**src/rtl/slice_sel_pkg.sv**
```systemverilog
package slice_sel_pkg;
   // Rotation numbers for the four-tile instruction cluster
   localparam int unsigned ROT_W = 2;

   // Step from the requester's rotation number to the target's (modulo 4)
   typedef enum logic [ROT_W-1:0] {
      STEP_LOCAL = 2'd0,
      STEP_EAST  = 2'd1,
      STEP_SOUTH = 2'd2,
      STEP_WEST  = 2'd3
   } rot_step_e;

   typedef enum logic [1:0] {
      CLS_PRIVATE = 2'd0,
      CLS_SHARED  = 2'd1,
      CLS_INSTR   = 2'd2
   } access_cls_e;
endpackage

```
**src/rtl/slice_sel_coord.sv**
```systemverilog
module slice_sel_coord #(
   parameter int unsigned GRID_X = 4,
   parameter int unsigned GRID_Y = 4,
   localparam int unsigned XW     = $clog2(GRID_X),
   localparam int unsigned YW     = $clog2(GRID_Y),
   localparam int unsigned TILE_W = XW + YW
) (
   input  logic [TILE_W-1:0] tile,
   output logic [XW-1:0]     pos_x,
   output logic [YW-1:0]     pos_y,
   output logic [1:0]        rot_id
);
   import slice_sel_pkg::*;

   // Grid sides are powers of two, so column and row are plain bit fields
   assign pos_x = tile[XW-1:0];
   assign pos_y = tile[TILE_W-1:XW];

   // Rotation number (x + 2y) mod 4
   assign rot_id = pos_x[1:0] + {pos_y[0], 1'b0};
endmodule

```
**src/rtl/slice_sel_inst_route.sv**
```systemverilog
module slice_sel_inst_route #(
   parameter int unsigned GRID_X = 4,
   parameter int unsigned GRID_Y = 4,
   localparam int unsigned XW     = $clog2(GRID_X),
   localparam int unsigned YW     = $clog2(GRID_Y)
) (
   input  logic [XW-1:0] src_x,
   input  logic [YW-1:0] src_y,
   input  logic [1:0]    src_rot,
   input  logic [1:0]    tgt_rot,
   output logic [XW-1:0] dst_x,
   output logic [YW-1:0] dst_y
);
   import slice_sel_pkg::*;

   localparam logic [XW-1:0] X_LAST = XW'(GRID_X - 1);
   localparam logic [YW-1:0] Y_LAST = YW'(GRID_Y - 1);

   logic [XW-1:0] east_x, west_x;
   logic [YW-1:0] south_y;
   rot_step_e     step;

   // Torus neighbours with explicit wrap at the edges
   assign east_x  = (src_x == X_LAST) ? '0 : src_x + XW'(1);
   assign west_x  = (src_x == '0) ? X_LAST : src_x - XW'(1);
   assign south_y = (src_y == Y_LAST) ? '0 : src_y + YW'(1);

   assign step = rot_step_e'(tgt_rot - src_rot);

   always_comb begin
      dst_x = src_x;
      dst_y = src_y;
      unique case (step)
         STEP_LOCAL: ;
         STEP_EAST:  dst_x = east_x;
         STEP_SOUTH: dst_y = south_y;
         STEP_WEST:  dst_x = west_x;
         default:    ;
      endcase
   end
endmodule

```
**src/rtl/slice_sel_data_route.sv**
```systemverilog
module slice_sel_data_route #(
   parameter int unsigned ADDR_W   = 40,
   parameter int unsigned OFFSET_W = 6,
   parameter int unsigned TILE_W   = 4
) (
   input  logic [ADDR_W-1:0] addr,
   input  logic [TILE_W-1:0] src_tile,
   input  logic              shared,
   output logic [TILE_W-1:0] dst_tile
);
   logic [TILE_W-1:0] home;

   // Slice count is a power of two: modulo is the field above the line offset
   assign home     = addr[OFFSET_W +: TILE_W];
   assign dst_tile = shared ? home : src_tile;
endmodule

```
**src/rtl/slice_sel_top.sv**
```systemverilog
module slice_sel_top #(
   parameter int unsigned GRID_X   = 4,
   parameter int unsigned GRID_Y   = 4,
   parameter int unsigned ADDR_W   = 40,
   parameter int unsigned LINE_B   = 64,
   localparam int unsigned XW       = $clog2(GRID_X),
   localparam int unsigned YW       = $clog2(GRID_Y),
   localparam int unsigned TILE_W   = XW + YW,
   localparam int unsigned OFFSET_W = $clog2(LINE_B)
) (
   input  logic              clk,
   input  logic              rst_n,
   input  logic              req_valid,
   input  logic [TILE_W-1:0] req_tile,
   input  logic [ADDR_W-1:0] req_addr,
   input  logic              req_ifetch,
   input  logic              req_shared,
   output logic              dst_valid,
   output logic [TILE_W-1:0] dst_tile
);
   import slice_sel_pkg::*;

   // Elaboration-time parameter checks
   initial begin : elab_checks
      if ((GRID_X % 4) != 0 || (1 << XW) != GRID_X)
         $fatal(1, "GRID_X must be a power of two and a multiple of 4");
      if (GRID_Y < 2 || (1 << YW) != GRID_Y)
         $fatal(1, "GRID_Y must be a power of two of at least 2");
      if ((1 << OFFSET_W) != LINE_B)
         $fatal(1, "LINE_B must be a power of two");
      if (ADDR_W < OFFSET_W + TILE_W)
         $fatal(1, "ADDR_W too narrow for offset and slice field");
   end

   logic [XW-1:0]     src_x, ins_x;
   logic [YW-1:0]     src_y, ins_y;
   logic [1:0]        src_rot;
   logic [TILE_W-1:0] data_dst, next_dst;
   access_cls_e       cls;

   slice_sel_coord #(.GRID_X(GRID_X), .GRID_Y(GRID_Y)) u_coord (
      .tile   (req_tile),
      .pos_x  (src_x),
      .pos_y  (src_y),
      .rot_id (src_rot)
   );

   slice_sel_inst_route #(.GRID_X(GRID_X), .GRID_Y(GRID_Y)) u_inst (
      .src_x   (src_x),
      .src_y   (src_y),
      .src_rot (src_rot),
      .tgt_rot (req_addr[OFFSET_W +: 2]),
      .dst_x   (ins_x),
      .dst_y   (ins_y)
   );

   slice_sel_data_route #(.ADDR_W(ADDR_W), .OFFSET_W(OFFSET_W), .TILE_W(TILE_W)) u_data (
      .addr     (req_addr),
      .src_tile (req_tile),
      .shared   (req_shared),
      .dst_tile (data_dst)
   );

   // Instruction fetches override the data page class
   assign cls = req_ifetch ? CLS_INSTR : (req_shared ? CLS_SHARED : CLS_PRIVATE);

   always_comb begin
      unique case (cls)
         CLS_INSTR: next_dst = {ins_y, ins_x};
         default:   next_dst = data_dst;
      endcase
   end

   always_ff @(posedge clk) begin
      if (!rst_n) begin
         dst_valid <= 1'b0;
         dst_tile  <= '0;
      end else begin
         dst_valid <= req_valid;
         if (req_valid) dst_tile <= next_dst;
      end
   end
endmodule

```
**config.mk**
```make
export PLATFORM = sky130hd
export DESIGN_NAME = slice_sel_top
export DESIGN_NICKNAME = d
export VERILOG_FILES = /design/src/rtl/slice_sel_pkg.sv /design/src/rtl/slice_sel_coord.sv /design/src/rtl/slice_sel_inst_route.sv /design/src/rtl/slice_sel_data_route.sv /design/src/rtl/slice_sel_top.sv
export SDC_FILE = /design/constraint.sdc
export NUM_CORES = 1
export LEC_CHECK = 0
export ABC_AREA = 1
export BUFFER_PORTS_ARGS = -buffer_cell sky130_fd_sc_hd__buf_2
export CAP_MARGIN = 20
export CORE_MARGIN = 2
export CORE_UTILIZATION = 25
export CTS_CLUSTER_DIAMETER = 100
export DETAILED_ROUTE_END_ITERATION = 7
export PLACE_DENSITY_LB_ADDON = 0.2
export SYNTH_ARGS = -nofsm -noshare
export SYNTH_HDL_FRONTEND = slang
export SYNTH_SLANG_ARGS = --single-unit
```
**constraint.sdc**
```tcl
create_clock -name clk -period 3 [get_ports clk]
set_input_delay 0.75 -clock clk [delete_from_list [all_inputs] [get_ports clk]]
set_output_delay 0.75 -clock clk [all_outputs]
set_load 0.005 [all_outputs]
```
# Yosys cells after proc, flatten, opt, wreduce, memory -nomap -nowiden
# Cells that the tools add are included.
[classes]
addsub = 5
n_eq_ne = 6
muxes = 9
n_reduce_logical = 1
[ops]
columns = ["operator", "n"]
rows = [
  ["2-bit equality test, second input constant", 5],
  ["2-bit 2-to-1 mux", 5],
  ["4-bit 2-to-1 mux", 2],
  ["2-bit by 1-bit adder with 2-bit output, second input constant", 2],
  ["2-bit case mux with 2 select lines", 1],
  ["2-bit adder", 1],
  ["2-bit by 1-bit equality test with 1-bit output, second input constant", 1],
  ["2-bit zero test", 1],
  ["2-bit by 1-bit subtractor with 2-bit output, second input constant", 1],
  ["2-bit subtractor", 1],
  ["1-bit 2-to-1 mux", 1],
]
[word_totals]
regBits = 5
in_bits = 49

# Logic depth before layout (Yosys ltp)
[depth]
word_depth = 5
mapped_depth = 13
ltp_nobuf = 13

# Modules after synthesis
# From an unflattened synthesis, not the netlist that was laid out.
[hier_totals]
hier_cells = 95
area_unflattened_um2 = 545.5
[modules_own_cells]
columns = ["mod", "instances", "cells_each", "area_each_um2", "seq_area_each_um2"]
rows = [
  ["slice_sel_top", 1, 37, 234.0, 100.1],
  ["slice_sel_inst_route", 1, 35, 206.4, 0.0],
  ["slice_sel_coord", 1, 10, 56.3, 0.0],
  ["slice_sel_data_route", 1, 13, 48.8, 0.0],
]

# Worst setup path before layout
# Ideal clock, no wire load.
[synth_path]
kind = "input port to flip-flop"
start = "input port req_addr[6]"
end = "register dst_tile[2]"
setup_ns = 0.066
arrival_time_ns = 2.057
path_slack_ns = 0.877
path_stages = 12
path_buffers = 0
path_cell_list = "inv_1 > ha_1 > inv_1 > ha_1 > inv_1 > or2_4 > nand2_4 > nand3b_4 > inv_2 > nand2_1 > nand3_1 > a21oi_2"
[synth_via]
elab_chain_len = 4
[synth_lines]
columns = ["element", "line", "rtl"]
rows = [
  ["start: declaration", "slice_sel_top.sv:15", "input logic [ADDR_W-1:0] req_addr,"],
  ["2-bit subtractor", "slice_sel_inst_route.sv:28", "assign step = rot_step_e'(tgt_rot - src_rot);"],
  ["2-bit equality test", "slice_sel_inst_route.sv:33", "unique case (step)"],
  ["2-bit 2-to-1 mux", "slice_sel_inst_route.sv:33", ""],
  ["4-bit 2-to-1 mux", "slice_sel_top.sv:68", "unique case (cls)"],
  ["end signal: assignment", "slice_sel_top.sv:80", "if (req_valid) dst_tile <= next_dst;"],
  ["end: declaration", "slice_sel_top.sv:19", "output logic [TILE_W-1:0] dst_tile"],
]
# Every way passes these cells.
# A chain may end at the register's enable or synchronous reset.

# Final worst setup path
[layout_path]
start = "input port req_tile[0]"
end = "register dst_tile[3]"
[layout_via]
elab_chain_len = 5
[layout_lines]
columns = ["element", "line", "rtl"]
rows = [
  ["start: declaration", "slice_sel_top.sv:14", "input logic [TILE_W-1:0] req_tile,"],
  ["2-bit adder", "slice_sel_coord.sv:20", "assign rot_id = pos_x[1:0] + {pos_y[0], 1'b0};"],
  ["2-bit subtractor", "slice_sel_inst_route.sv:28", ""],
  ["2-bit equality test", "slice_sel_inst_route.sv:33", ""],
  ["2-bit 2-to-1 mux", "slice_sel_inst_route.sv:33", ""],
  ["4-bit 2-to-1 mux", "slice_sel_top.sv:68", ""],
]
# Every way passes these cells.

==> impl_metrics.ini <==
[final_layout]
layout_commonest_cell = buf_2
fillers = 219
drive_gt1_frac = 0.346
stdcell_count = 131
final_cell_mix = buf_2 (17), nand2_1 (16), inv_1 (14)
final_net_count = 160
area_delta_synth_final_pct = 26.6
ff_latch_area_um2 = 100
fin_util = 0.345
diodes = 0
multi_input_area_um2 = 378

[timing]
fin_crit_sh = 0.707
timing.final.crit_period_ns = 2.12
clock_skew_ns = 0
setup_viol = 0
fin_tns_setup_ns = 0
fmax_ghz = 0.472
hold_viol_final = 0
slew_violations = 0
worst_pin_slew_ns = 0.215
rsz0062_at_grt = no
slew-limit-headroom = 0.855
timing.final.ws_setup_ns = 0.879

[floorplan]
core_area_um2 = 2000
initial_core_util = 0.272
row_count = 16
die_h_um = 50.7
die_w_um = 50.7
io_pins = 54
die-area_um2 = 2570

[clock_network]
cts-root-buf = clkbuf_4
numCtsBuffers = 3
clockBufferDepth = 2
clkTransAtPathRegs_ns = 0.04
clock_latency_ns = 0.24
cts_repair_resize_count = 0
cts_hold_buf = 0
htreeDepth = 1
clock-sinks = 5
cts_setup_buffers = 0
tritoncts = done

[worst_setup_path]
crit_required_ns = 3.17
reg2reg_from = dst_tile[3]
worstSetupPathType = in -> reg
worst_setup_path_end_kind = flip-flop
startpoint = req_tile[0]
cp-start-kind = input port
cp_max_fo = 7
worstPathArrival_ns = 2.30

[global_route]
grt_usage = 0.105
grt_max_degree = 9
gr-total-overflow = 0
antenna_found_initial = 0
grt_pass1_vias = 519
grt_pass1_wl_um = 2070

[placed_design]
preCtsSetupSlack_ns = 0.628
port_buffers = 17
hpwlAfterDp_um = 985
gp_congestion = 0.717
dp.cells = 127

[routing]
via_per_inst = 4.40
totalWireLength_um = 1120
routedWlPerCell_um = 8.53
vias = 577
antenna_left = 0
dr.pass1.iters = 4
drtIter0Drc = 12
drc = 0

[yosys]
synth_cells = 83
synth_cell_types = 19
avgSynthCellArea_um2 = 6.57
ys_warn_count = 0
synth-seq-cells = 5
synthesis.nets = 138
yosysSeqAreaShare = 0.183
syn_area_um2 = 546

[worst_hold_path]
hold_class = reg -> reg
holdCritStartpoint = dst_tile[0]

[power]
power_mw = 0.246
p_per_area_nw_per_um2 = 357
vdd_drop_max_mv = 0.220
p_leak_nw = 0.396

[status]
status = completed

[run]
cap_violations = 0
## registers in the layout, indices dropped and copies added, names as in the netlist
register,cells
dst_tile,4
dst_valid,1
## worst max-delay path, cell delays in order
cell	delay (ns)
buf_2	0.13
ha_1	0.31
inv_1	0.04
ha_1	0.26
inv_1	0.04
or2_4	0.23
nand2_4	0.08
nand3b_4	0.15
inv_2	0.04
nand2_1	0.05
nand3_1	0.09
a21oi_2	0.12
## cell usage after synthesis
library cell,number,share of area
inv_2,4,0.028
a21oi_2,2,0.032
nand2_1,16,0.11
or2_2,2,0.023
a21oi_1,6,0.055
o21ai_2,1,0.016
nand4_1,2,0.023
nand3_2,1,0.018
inv_1,14,0.096
nor2_1,6,0.041
dfxtp_1,5,0.18
nand2_4,2,0.041
nand2_2,2,0.023
nand3_1,6,0.055
o21ai_0,4,0.037
nand3b_4,1,0.037
or2_4,1,0.016
ha_1,6,0.14
a211oi_1,2,0.028
## path summary, 6_finish.rpt
path	cells past startpoint	end	slack [ns]
max	12	dst_tile[3]	0.88
min	2	dst_tile[0]	0.47
max reg2reg	2	dst_tile[3]	2.35
min reg2reg	2	dst_tile[0]	0.47
## kinds of logic after synthesis
| family | synth area share |
|---|---|
| simple gates | 0.388 |
| fa+ha+maj | 0.138 |
| buf+inv | 0.124 |
| compound gates | 0.167 |
| flops | 0.183 |
## per-layer routing
metal	up-vias	global-route usage	wire, um
met2	11	0.189	585
met1	259	0.122	478
met3	0	0.0357	54
met4	0	0.0135	0
met5	-	0	0
li1	307	-	-
## through the flow
stage	hold WS (ns)	cell area, um^2
final	0.466	691
after detailed placement	0.464	664
after global placement	0.453	664
after floorplan	0.457	546
after CTS	0.470	691
after global routing	0.476	691
## power breakdown
part	internal [mW]	switching, mW	leakage, nW
sequential	0.0719	0.00188	0.0415
clock	0.0503	0.0274	0.0150
combinational	0.0407	0.0543	0.340
total	0.163	0.0836	0.396
## final cells by class
| cell class | instances | share of cell area |
|---|---|---|
| multi-input combinational | 60 | 0.547 |
| sequential | 5 | 0.145 |
| inverter | 18 | 0.0978 |
| timing repair buffer | 17 | 0.123 |
| tap | 27 | 0.0489 |
| clock buffer | 4 | 0.0380 |
Note: power is estimated with default switching activity, not from simulation.
